$ cat src/rtl/twi_reg_pkg.sv
package twi_reg_pkg;

    localparam int unsigned SPACE_BYTES = 64;
    localparam int unsigned PTR_BITS    = $clog2(SPACE_BYTES);
    localparam int unsigned BYTE_BITS   = 8;
    localparam logic [6:0]  DEV_ID      = 7'b1101000;

    typedef enum logic [3:0] {
        ST_IDLE,
        ST_DEV,
        ST_DEV_ACK,
        ST_WORD,
        ST_WORD_ACK,
        ST_WDAT,
        ST_WDAT_ACK,
        ST_RLOAD,
        ST_RDAT,
        ST_RACK
    } slv_state_e;

    typedef struct packed {
        logic start;
        logic stop;
        logic scl_rise;
        logic scl_fall;
    } bus_evt_t;

    function automatic logic [PTR_BITS-1:0] ptr_step(input logic [PTR_BITS-1:0] p);
        if (p == PTR_BITS'(SPACE_BYTES - 1))
            return '0;
        return p + 1'b1;
    endfunction

endpackage

$ cat src/rtl/twi_line_sync.sv
module twi_line_sync #(
    parameter int unsigned LINES  = 2,
    parameter int unsigned STAGES = 2
) (
    input  logic             clk,
    input  logic             rst,
    input  logic [LINES-1:0] raw,
    output logic [LINES-1:0] synced
);

    for (genvar i = 0; i < LINES; i++) begin : g_line
        logic [STAGES-1:0] chain;
        always_ff @(posedge clk) begin
            if (rst)
                chain <= '1;
            else
                chain <= {chain[STAGES-2:0], raw[i]};
        end
        assign synced[i] = chain[STAGES-1];
    end

endmodule

$ cat src/rtl/twi_cond_detect.sv
module twi_cond_detect
    import twi_reg_pkg::*;
(
    input  logic     clk,
    input  logic     rst,
    input  logic     scl_s,
    input  logic     sda_s,
    output bus_evt_t evt
);

    logic scl_p, sda_p;

    always_ff @(posedge clk) begin
        if (rst) begin
            scl_p <= 1'b1;
            sda_p <= 1'b1;
        end else begin
            scl_p <= scl_s;
            sda_p <= sda_s;
        end
    end

    always_comb begin
        evt.start    = scl_p & scl_s & sda_p & ~sda_s;
        evt.stop     = scl_p & scl_s & ~sda_p & sda_s;
        evt.scl_rise = ~scl_p & scl_s;
        evt.scl_fall = scl_p & ~scl_s;
    end

endmodule

$ cat src/rtl/twi_slave_fsm.sv
module twi_slave_fsm
    import twi_reg_pkg::*;
#(
    parameter logic [6:0] DEV_ADDR = DEV_ID
) (
    input  logic                 clk,
    input  logic                 rst,
    input  logic                 pwr_fail,
    input  bus_evt_t             evt,
    input  logic                 scl_s,
    input  logic                 sda_s,
    input  logic [BYTE_BITS-1:0] rdata,
    output logic [PTR_BITS-1:0]  ptr_q,
    output logic                 wr_q,
    output logic [BYTE_BITS-1:0] wdata_q,
    output logic                 drive_q
);

    localparam int unsigned CNT_W = $clog2(BYTE_BITS + 1);
    localparam logic [CNT_W-1:0] FULL = CNT_W'(BYTE_BITS);
    localparam logic [CNT_W-1:0] LAST = CNT_W'(BYTE_BITS - 1);

    slv_state_e           state;
    logic [CNT_W-1:0]     bitcnt;
    logic [BYTE_BITS-1:0] shreg;
    logic                 rd_dir;
    logic                 mst_ack;

    always_ff @(posedge clk) begin
        if (rst) begin
            state   <= ST_IDLE;
            bitcnt  <= '0;
            shreg   <= '0;
            rd_dir  <= 1'b0;
            mst_ack <= 1'b0;
            ptr_q   <= '0;
            wr_q    <= 1'b0;
            wdata_q <= '0;
            drive_q <= 1'b0;
        end else begin
            wr_q <= 1'b0;
            if (pwr_fail) begin
                state   <= ST_IDLE;
                ptr_q   <= '0;
                drive_q <= 1'b0;
            end else if (evt.start) begin
                state   <= ST_DEV;
                bitcnt  <= '0;
                drive_q <= 1'b0;
            end else if (evt.stop) begin
                state   <= ST_IDLE;
                drive_q <= 1'b0;
            end else begin
                unique case (state)
                    ST_DEV, ST_WORD, ST_WDAT: begin
                        if (evt.scl_rise && bitcnt < FULL) begin
                            shreg  <= {shreg[BYTE_BITS-2:0], sda_s};
                            bitcnt <= bitcnt + 1'b1;
                        end else if (evt.scl_fall && bitcnt == FULL) begin
                            if (state == ST_DEV) begin
                                if (shreg[BYTE_BITS-1:1] == DEV_ADDR) begin
                                    rd_dir  <= shreg[0];
                                    drive_q <= 1'b1;
                                    state   <= ST_DEV_ACK;
                                end else begin
                                    state <= ST_IDLE;
                                end
                            end else if (state == ST_WORD) begin
                                ptr_q   <= shreg[PTR_BITS-1:0];
                                drive_q <= 1'b1;
                                state   <= ST_WORD_ACK;
                            end else begin
                                wr_q    <= 1'b1;
                                wdata_q <= shreg;
                                drive_q <= 1'b1;
                                state   <= ST_WDAT_ACK;
                            end
                        end
                    end
                    ST_DEV_ACK: begin
                        if (evt.scl_fall) begin
                            drive_q <= 1'b0;
                            bitcnt  <= '0;
                            state   <= rd_dir ? ST_RLOAD : ST_WORD;
                        end
                    end
                    ST_WORD_ACK: begin
                        if (evt.scl_fall) begin
                            drive_q <= 1'b0;
                            bitcnt  <= '0;
                            state   <= ST_WDAT;
                        end
                    end
                    ST_WDAT_ACK: begin
                        if (evt.scl_fall) begin
                            drive_q <= 1'b0;
                            bitcnt  <= '0;
                            ptr_q   <= ptr_step(ptr_q);
                            state   <= ST_WDAT;
                        end
                    end
                    ST_RLOAD: begin
                        shreg   <= rdata;
                        drive_q <= ~rdata[BYTE_BITS-1];
                        bitcnt  <= '0;
                        state   <= ST_RDAT;
                    end
                    ST_RDAT: begin
                        if (evt.scl_fall) begin
                            if (bitcnt == LAST) begin
                                drive_q <= 1'b0;
                                state   <= ST_RACK;
                            end else begin
                                shreg   <= {shreg[BYTE_BITS-2:0], 1'b0};
                                drive_q <= ~shreg[BYTE_BITS-2];
                                bitcnt  <= bitcnt + 1'b1;
                            end
                        end
                    end
                    ST_RACK: begin
                        if (evt.scl_rise) begin
                            mst_ack <= ~sda_s;
                        end else if (evt.scl_fall) begin
                            if (mst_ack) begin
                                ptr_q <= ptr_step(ptr_q);
                                state <= ST_RLOAD;
                            end else begin
                                state <= ST_IDLE;
                            end
                        end
                    end
                    default: ;
                endcase
            end
        end
    end

    AST_STOP_RELEASE: assert property (@(posedge clk) disable iff (rst)
        evt.stop |=> !drive_q);

    AST_PF_RELEASE: assert property (@(posedge clk) disable iff (rst)
        pwr_fail |=> (!drive_q && ptr_q == '0));

    AST_PF_NO_WRITE: assert property (@(posedge clk) disable iff (rst)
        pwr_fail |=> !wr_q);

    AST_WR_PTR_HOLD: assert property (@(posedge clk) disable iff (rst || pwr_fail)
        wr_q |=> $stable(ptr_q));

    AST_DRIVE_SCL_LOW: assert property (@(posedge clk) disable iff (rst)
        $rose(drive_q) |-> !$past(scl_s));

endmodule

$ cat src/rtl/twi_regslave.sv
module twi_regslave
    import twi_reg_pkg::*;
#(
    parameter int unsigned SYNC_STAGES = 2,
    parameter logic [6:0]  DEV_ADDR    = DEV_ID
) (
    input  logic                 clk,
    input  logic                 rst,
    input  logic                 scl_in,
    input  logic                 sda_in,
    input  logic                 pwr_fail,
    output logic                 sda_drive_low,
    output logic [PTR_BITS-1:0]  reg_addr,
    output logic                 reg_wr,
    output logic [BYTE_BITS-1:0] reg_wdata,
    input  logic [BYTE_BITS-1:0] reg_rdata
);

    logic [1:0] lines_s;
    bus_evt_t   evt;

    twi_line_sync #(.LINES(2), .STAGES(SYNC_STAGES)) u_sync (
        .clk    (clk),
        .rst    (rst),
        .raw    ({scl_in, sda_in}),
        .synced (lines_s)
    );

    twi_cond_detect u_cond (
        .clk   (clk),
        .rst   (rst),
        .scl_s (lines_s[1]),
        .sda_s (lines_s[0]),
        .evt   (evt)
    );

    twi_slave_fsm #(.DEV_ADDR(DEV_ADDR)) u_fsm (
        .clk      (clk),
        .rst      (rst),
        .pwr_fail (pwr_fail),
        .evt      (evt),
        .scl_s    (lines_s[1]),
        .sda_s    (lines_s[0]),
        .rdata    (reg_rdata),
        .ptr_q    (reg_addr),
        .wr_q     (reg_wr),
        .wdata_q  (reg_wdata),
        .drive_q  (sda_drive_low)
    );

endmodule

$ cat config.mk
export PLATFORM = sky130hd
export DESIGN_NAME = twi_regslave
export DESIGN_NICKNAME = d
export VERILOG_FILES = /design/src/rtl/twi_reg_pkg.sv /design/src/rtl/twi_line_sync.sv /design/src/rtl/twi_cond_detect.sv /design/src/rtl/twi_slave_fsm.sv /design/src/rtl/twi_regslave.sv
export SDC_FILE = /design/constraint.sdc
export NUM_CORES = 1
export LEC_CHECK = 0
export BUFFER_PORTS_ARGS = -buffer_cell sky130_fd_sc_hd__buf_2
export CAP_MARGIN = 20
export CORE_UTILIZATION = 52
export CTS_CLUSTER_SIZE = 25
export DETAILED_ROUTE_END_ITERATION = 10
export PLACE_DENSITY = 0.74
export SKIP_CTS_REPAIR_TIMING = 1
export SLEW_MARGIN = 5
export SYNTH_ARGS = -nofsm -noshare
export SYNTH_HDL_FRONTEND = slang
export SYNTH_HIERARCHICAL = 1
export SYNTH_SLANG_ARGS = --single-unit
$ cat constraint.sdc
create_clock -name clk -period 2.4 [get_ports clk]
set_clock_uncertainty 0.1 [all_clocks]
set_input_delay 0.36 -clock clk [delete_from_list [all_inputs] [get_ports clk]]
set_output_delay 0.36 -clock clk [all_outputs]
set_load 0.03 [all_outputs]
==> impl.org <==
** Synthesis
- A synthesized cell averages 8.54 um^2.
- Sequential elements use 36.1% of the synthesized area.
- After synthesis the cells add up to 0.00222 mm^2.
- Counting flops and latches in the post-synthesis netlist gives 40.
- The netlist uses 56 different library cells.
- Number of warning messages in the yosys log :: 6
- Synthesized instance count :: 260
- Top flip-flop cell by instance count after synthesis :: sky130_fd_sc_hd__dfxtp_1
- In the synthesized netlist the async set-or-reset flop fraction comes to 0%.
- Number of enable flip-flop cells after synthesis :: 0
- Synthesis produced a netlist with a net count of 276.

** Critical path
- Worst reg2reg path startpoint :: u_cond/scl_p
- Counting cells, the worst reg-to-reg path comes to 6.
- Critical path cell sequence :: nor2b_4 -> or3b_4 -> or4b_4 -> a221oi_4 -> a41oi_2 -> a311oi_1
- The worst setup path is launched from a flop.
- R2r endpoint :: u_fsm/bitcnt[3]
- Class of the most critical setup path :: flop to flop
- Setup slack on the worst reg-to-reg path comes out at 0.07 ns.
- The largest single stage delay on the critical path is 0.55 ns.
- Critical path fanouts, max :: 4
- Gate family responsible for the most delay along the worst path :: simple AND/OR/NAND/NOR gates
- CP Capture Type :: flop
- Slowest CP cell :: sky130_fd_sc_hd__or4b_4
- Data arrives at the worst endpoint at 2.43 ns.
- The number of buffers and inverters on the critical path is 0.
- Data on the critical path is required at its endpoint by 2.50 ns.

** Finish
- The final layout contains 308 nets.
- After filler insertion, the fill cell instance count of the layout stands at 353.
- The repair_antennas step left the layout with diodes totalling 0.
- Measured on the finished design, the core utilization comes to 64.3%.
- Summing all multi-input logic gate instances after layout gives 0.00133 mm^2.
- Layout cell share with drive strength beyond 1 :: 23.5%
- Summing all flip-flop and latch instances after layout gives 803 um^2.
- Area added between synthesis and finish :: 17.5%

** Route
- Wirelength per Cell :: 15.6 um
- Iteration count of the initial detailed-routing pass :: 4
- Drt via density :: 6.03
- In the routed design, unresolved DRC markers number 0.
- Total number of vias :: 2069
- The count of nets left with antenna violations once routing finished came out at 0.
- The detailed router finished its first iteration with 135 violations.
- The routed design has 5340 um of wire.

** Placed design
- Once detailed placement completed, the half-perimeter wirelength came to 3730 um.
- Final estimated routing congestion in global placement :: 0.953
- Port Buf Inserts :: 28

** Min path
- Worst hold path class :: input port to flop
- Along the worst hold path, the cell count comes to 2.
- End of the worst hold path :: u_sync/g_line[1].chain[0]
- The worst hold path begins at scl_in.

** Clock tree
- The root buffer cell chosen for the clock tree is sky130_fd_sc_hd__clkbuf_8.
- Number of clock buffers inserted by TritonCTS :: 5
- The later pin in the worst-skew pair is clocked with a latency of 0.30 ns.
- Clock tree synthesis found a total of 40 sinks.
- Total number of H-tree levels :: 2
- Clock-pin transition on the worst setup and hold timing paths :: 0.07 ns
- CTS tree :: done
- The clock passes through at most 2 buffers.

** GRT
- Antenna violations before repair :: 0
- The first global-routing pass estimated 8720 um of wire.
- GRT Residual Overflow :: 0
- The number of global-route vias before repair is 1830.
- Global routing consumed, over all layers together, 25.6% of the routing resources.
- Entering global routing, the biggest net connects 31 pins.

** Floorplan
- Die height :: 67.3 um
- Effective utilization at floorplan :: 54.7%
- Horizontal extent of the die :: 67.3 um
- The core region is 0.00406 mm^2.
- 29 I/O pins were placed.
- Die Footprint :: 0.00453 mm^2
- Number of core rows :: 23

** Run status
- The run finished with clean final reports.

** STA
- Share of the clock period used by the worst path after layout :: 97.0%
- Minimum clock period after layout :: 2.33 ns
- Setup violations remaining at the end of the flow were counted as 0.
- The count of endpoints failing hold in the final timing report came to 0.
- For this run, the top clock speed supported by timing is 429 MHz.
- For the pin with the worst max-slew slack, the measured transition is 0.563 ns.
- Max Transition Viols Final :: 0
- Relative slew slack :: 62.3%
- Summed over all failing endpoints, the final setup total negative slack is 0 ns.

** Pwr
- Lkg Pwr :: 0.998 nW
- PD cells :: 524 mW/mm^2
- Total power after layout :: 1.37 mW
- Across the VDD grid, the largest voltage drop is 0.354 mV.

** Run
- Max-cap violations in this run came to 0.
[power by group]
part / switching, mW / total, mW / internal, mW
combinational: 0.0509 / 0.0889 / 0.0380
sequential: 0.00739 / 0.678 / 0.671
clock: 0.233 / 0.600 / 0.367
total: 0.291 / 1.37 / 1.08
[cell type report]
cell class	instances	area share [%]
clock inverter	1	1.15
timing repair buffer	42	9.88
sequential	40	30.8
clock buffer	7	3.69
multi-input combinational	196	51.1
inverter	7	1.01
tap	50	2.40
[cells by family after synthesis]
kind of cell,count (synthesis),share of synthesized area [%]
AND/OR/NAND/NOR,105,25.9
AO/OA/AOI/OAI,68,22.4
flip-flops,40,36.1
buffers and inverters,24,4.90
multiplexers,20,9.08
adder cells (fa/ha/maj),3,1.69
[sequential cells by signal, indices dropped and copies added, names as in the netlist, 4 cells and up]
signal,count
u_sync/g_line.chain,4
u_fsm/bitcnt,4
u_fsm/wdata_q,8
u_fsm/state,4
u_fsm/ptr_q,6
u_fsm/shreg,8
[cells in the final DEF, fill, tap and decap left out, drive strengths merged, types with 2 or more instances in the layout]
master,count
nand4b,2
or2,9
or3b,3
o22ai,2
nand4,2
nand2b,4
a21oi,17
nor2,30
and4b,3
nand2,19
nand3b,2
mux2i,19
a221oi,3
dfxtp,40
nor4bb,3
or3,2
a311oi,5
inv,7
nor2b,5
nand3,6
o21ai,8
nor3,8
nor4,2
clkbuf,7
a211oi,12
ha,3
a21o,2
a31oi,5
buf,42
and3,2
[cell usage after synthesis, drive strengths merged (6+ instances only)]
cell type | instances | area share, %
o21ai | 8 | 1.8
or2 | 9 | 2.5
nor2 | 30 | 5.1
a211oi | 12 | 4.1
a21oi | 17 | 4.3
dfxtp | 40 | 36
mux2i | 19 | 8.6
clkbuf | 12 | 2.0
nand2 | 19 | 3.2
inv | 7 | 1.2
nand3 | 6 | 1.4
nor3 | 8 | 2.0
[metal layers]
| metal | GRT usage [%] | vias to the layer above | part of all wire [%] |
|---|---|---|---|
| met5 | 0 | - | 0 |
| met4 | 8.78 | 0 | 1.2 |
| met1 | 37.1 | 988 | 49 |
| met3 | 3.89 | 7 | 3.9 |
| li1 | - | 1022 | - |
| met2 | 38.1 | 52 | 46 |
[metrics by stage]
stage / cells / instance area [um^2] / setup WS (ns) / hold slack (ns)
floorplan: 260 / 2240 / 0.0218 / 0.283
global placement: 335 / 2470 / 0.117 / 0.286
detailed placement: 335 / 2470 / 0.0656 / 0.292
CTS: 343 / 2600 / 0.0530 / 0.134
global route: 343 / 2610 / -0.0144 / 0.136
finish: 343 / 2610 / 0.0714 / 0.139
[worst max-delay path by stage]
| stage | endpoint | depth (start not counted) | slack, ns | start |
|---|---|---|---|---|
| 2_1_floorplan | u_fsm/bitcnt[3] | 8 | 0.02 | u_sync/g_line[1].chain[1] |
| 3_3_place_gp | u_fsm/bitcnt[3] | 6 | 0.12 | u_cond/scl_p |
| 3_5_place_dp | u_fsm/bitcnt[3] | 6 | 0.07 | u_cond/scl_p |
| 4_1_cts | u_fsm/bitcnt[3] | 6 | 0.05 | u_cond/scl_p |
| 5_1_grt | u_fsm/bitcnt[3] | 6 | -0.01 | u_cond/scl_p |
| 6_report | u_fsm/bitcnt[3] | 6 | 0.07 | u_cond/scl_p |
(Power assumes the default switching activity.)
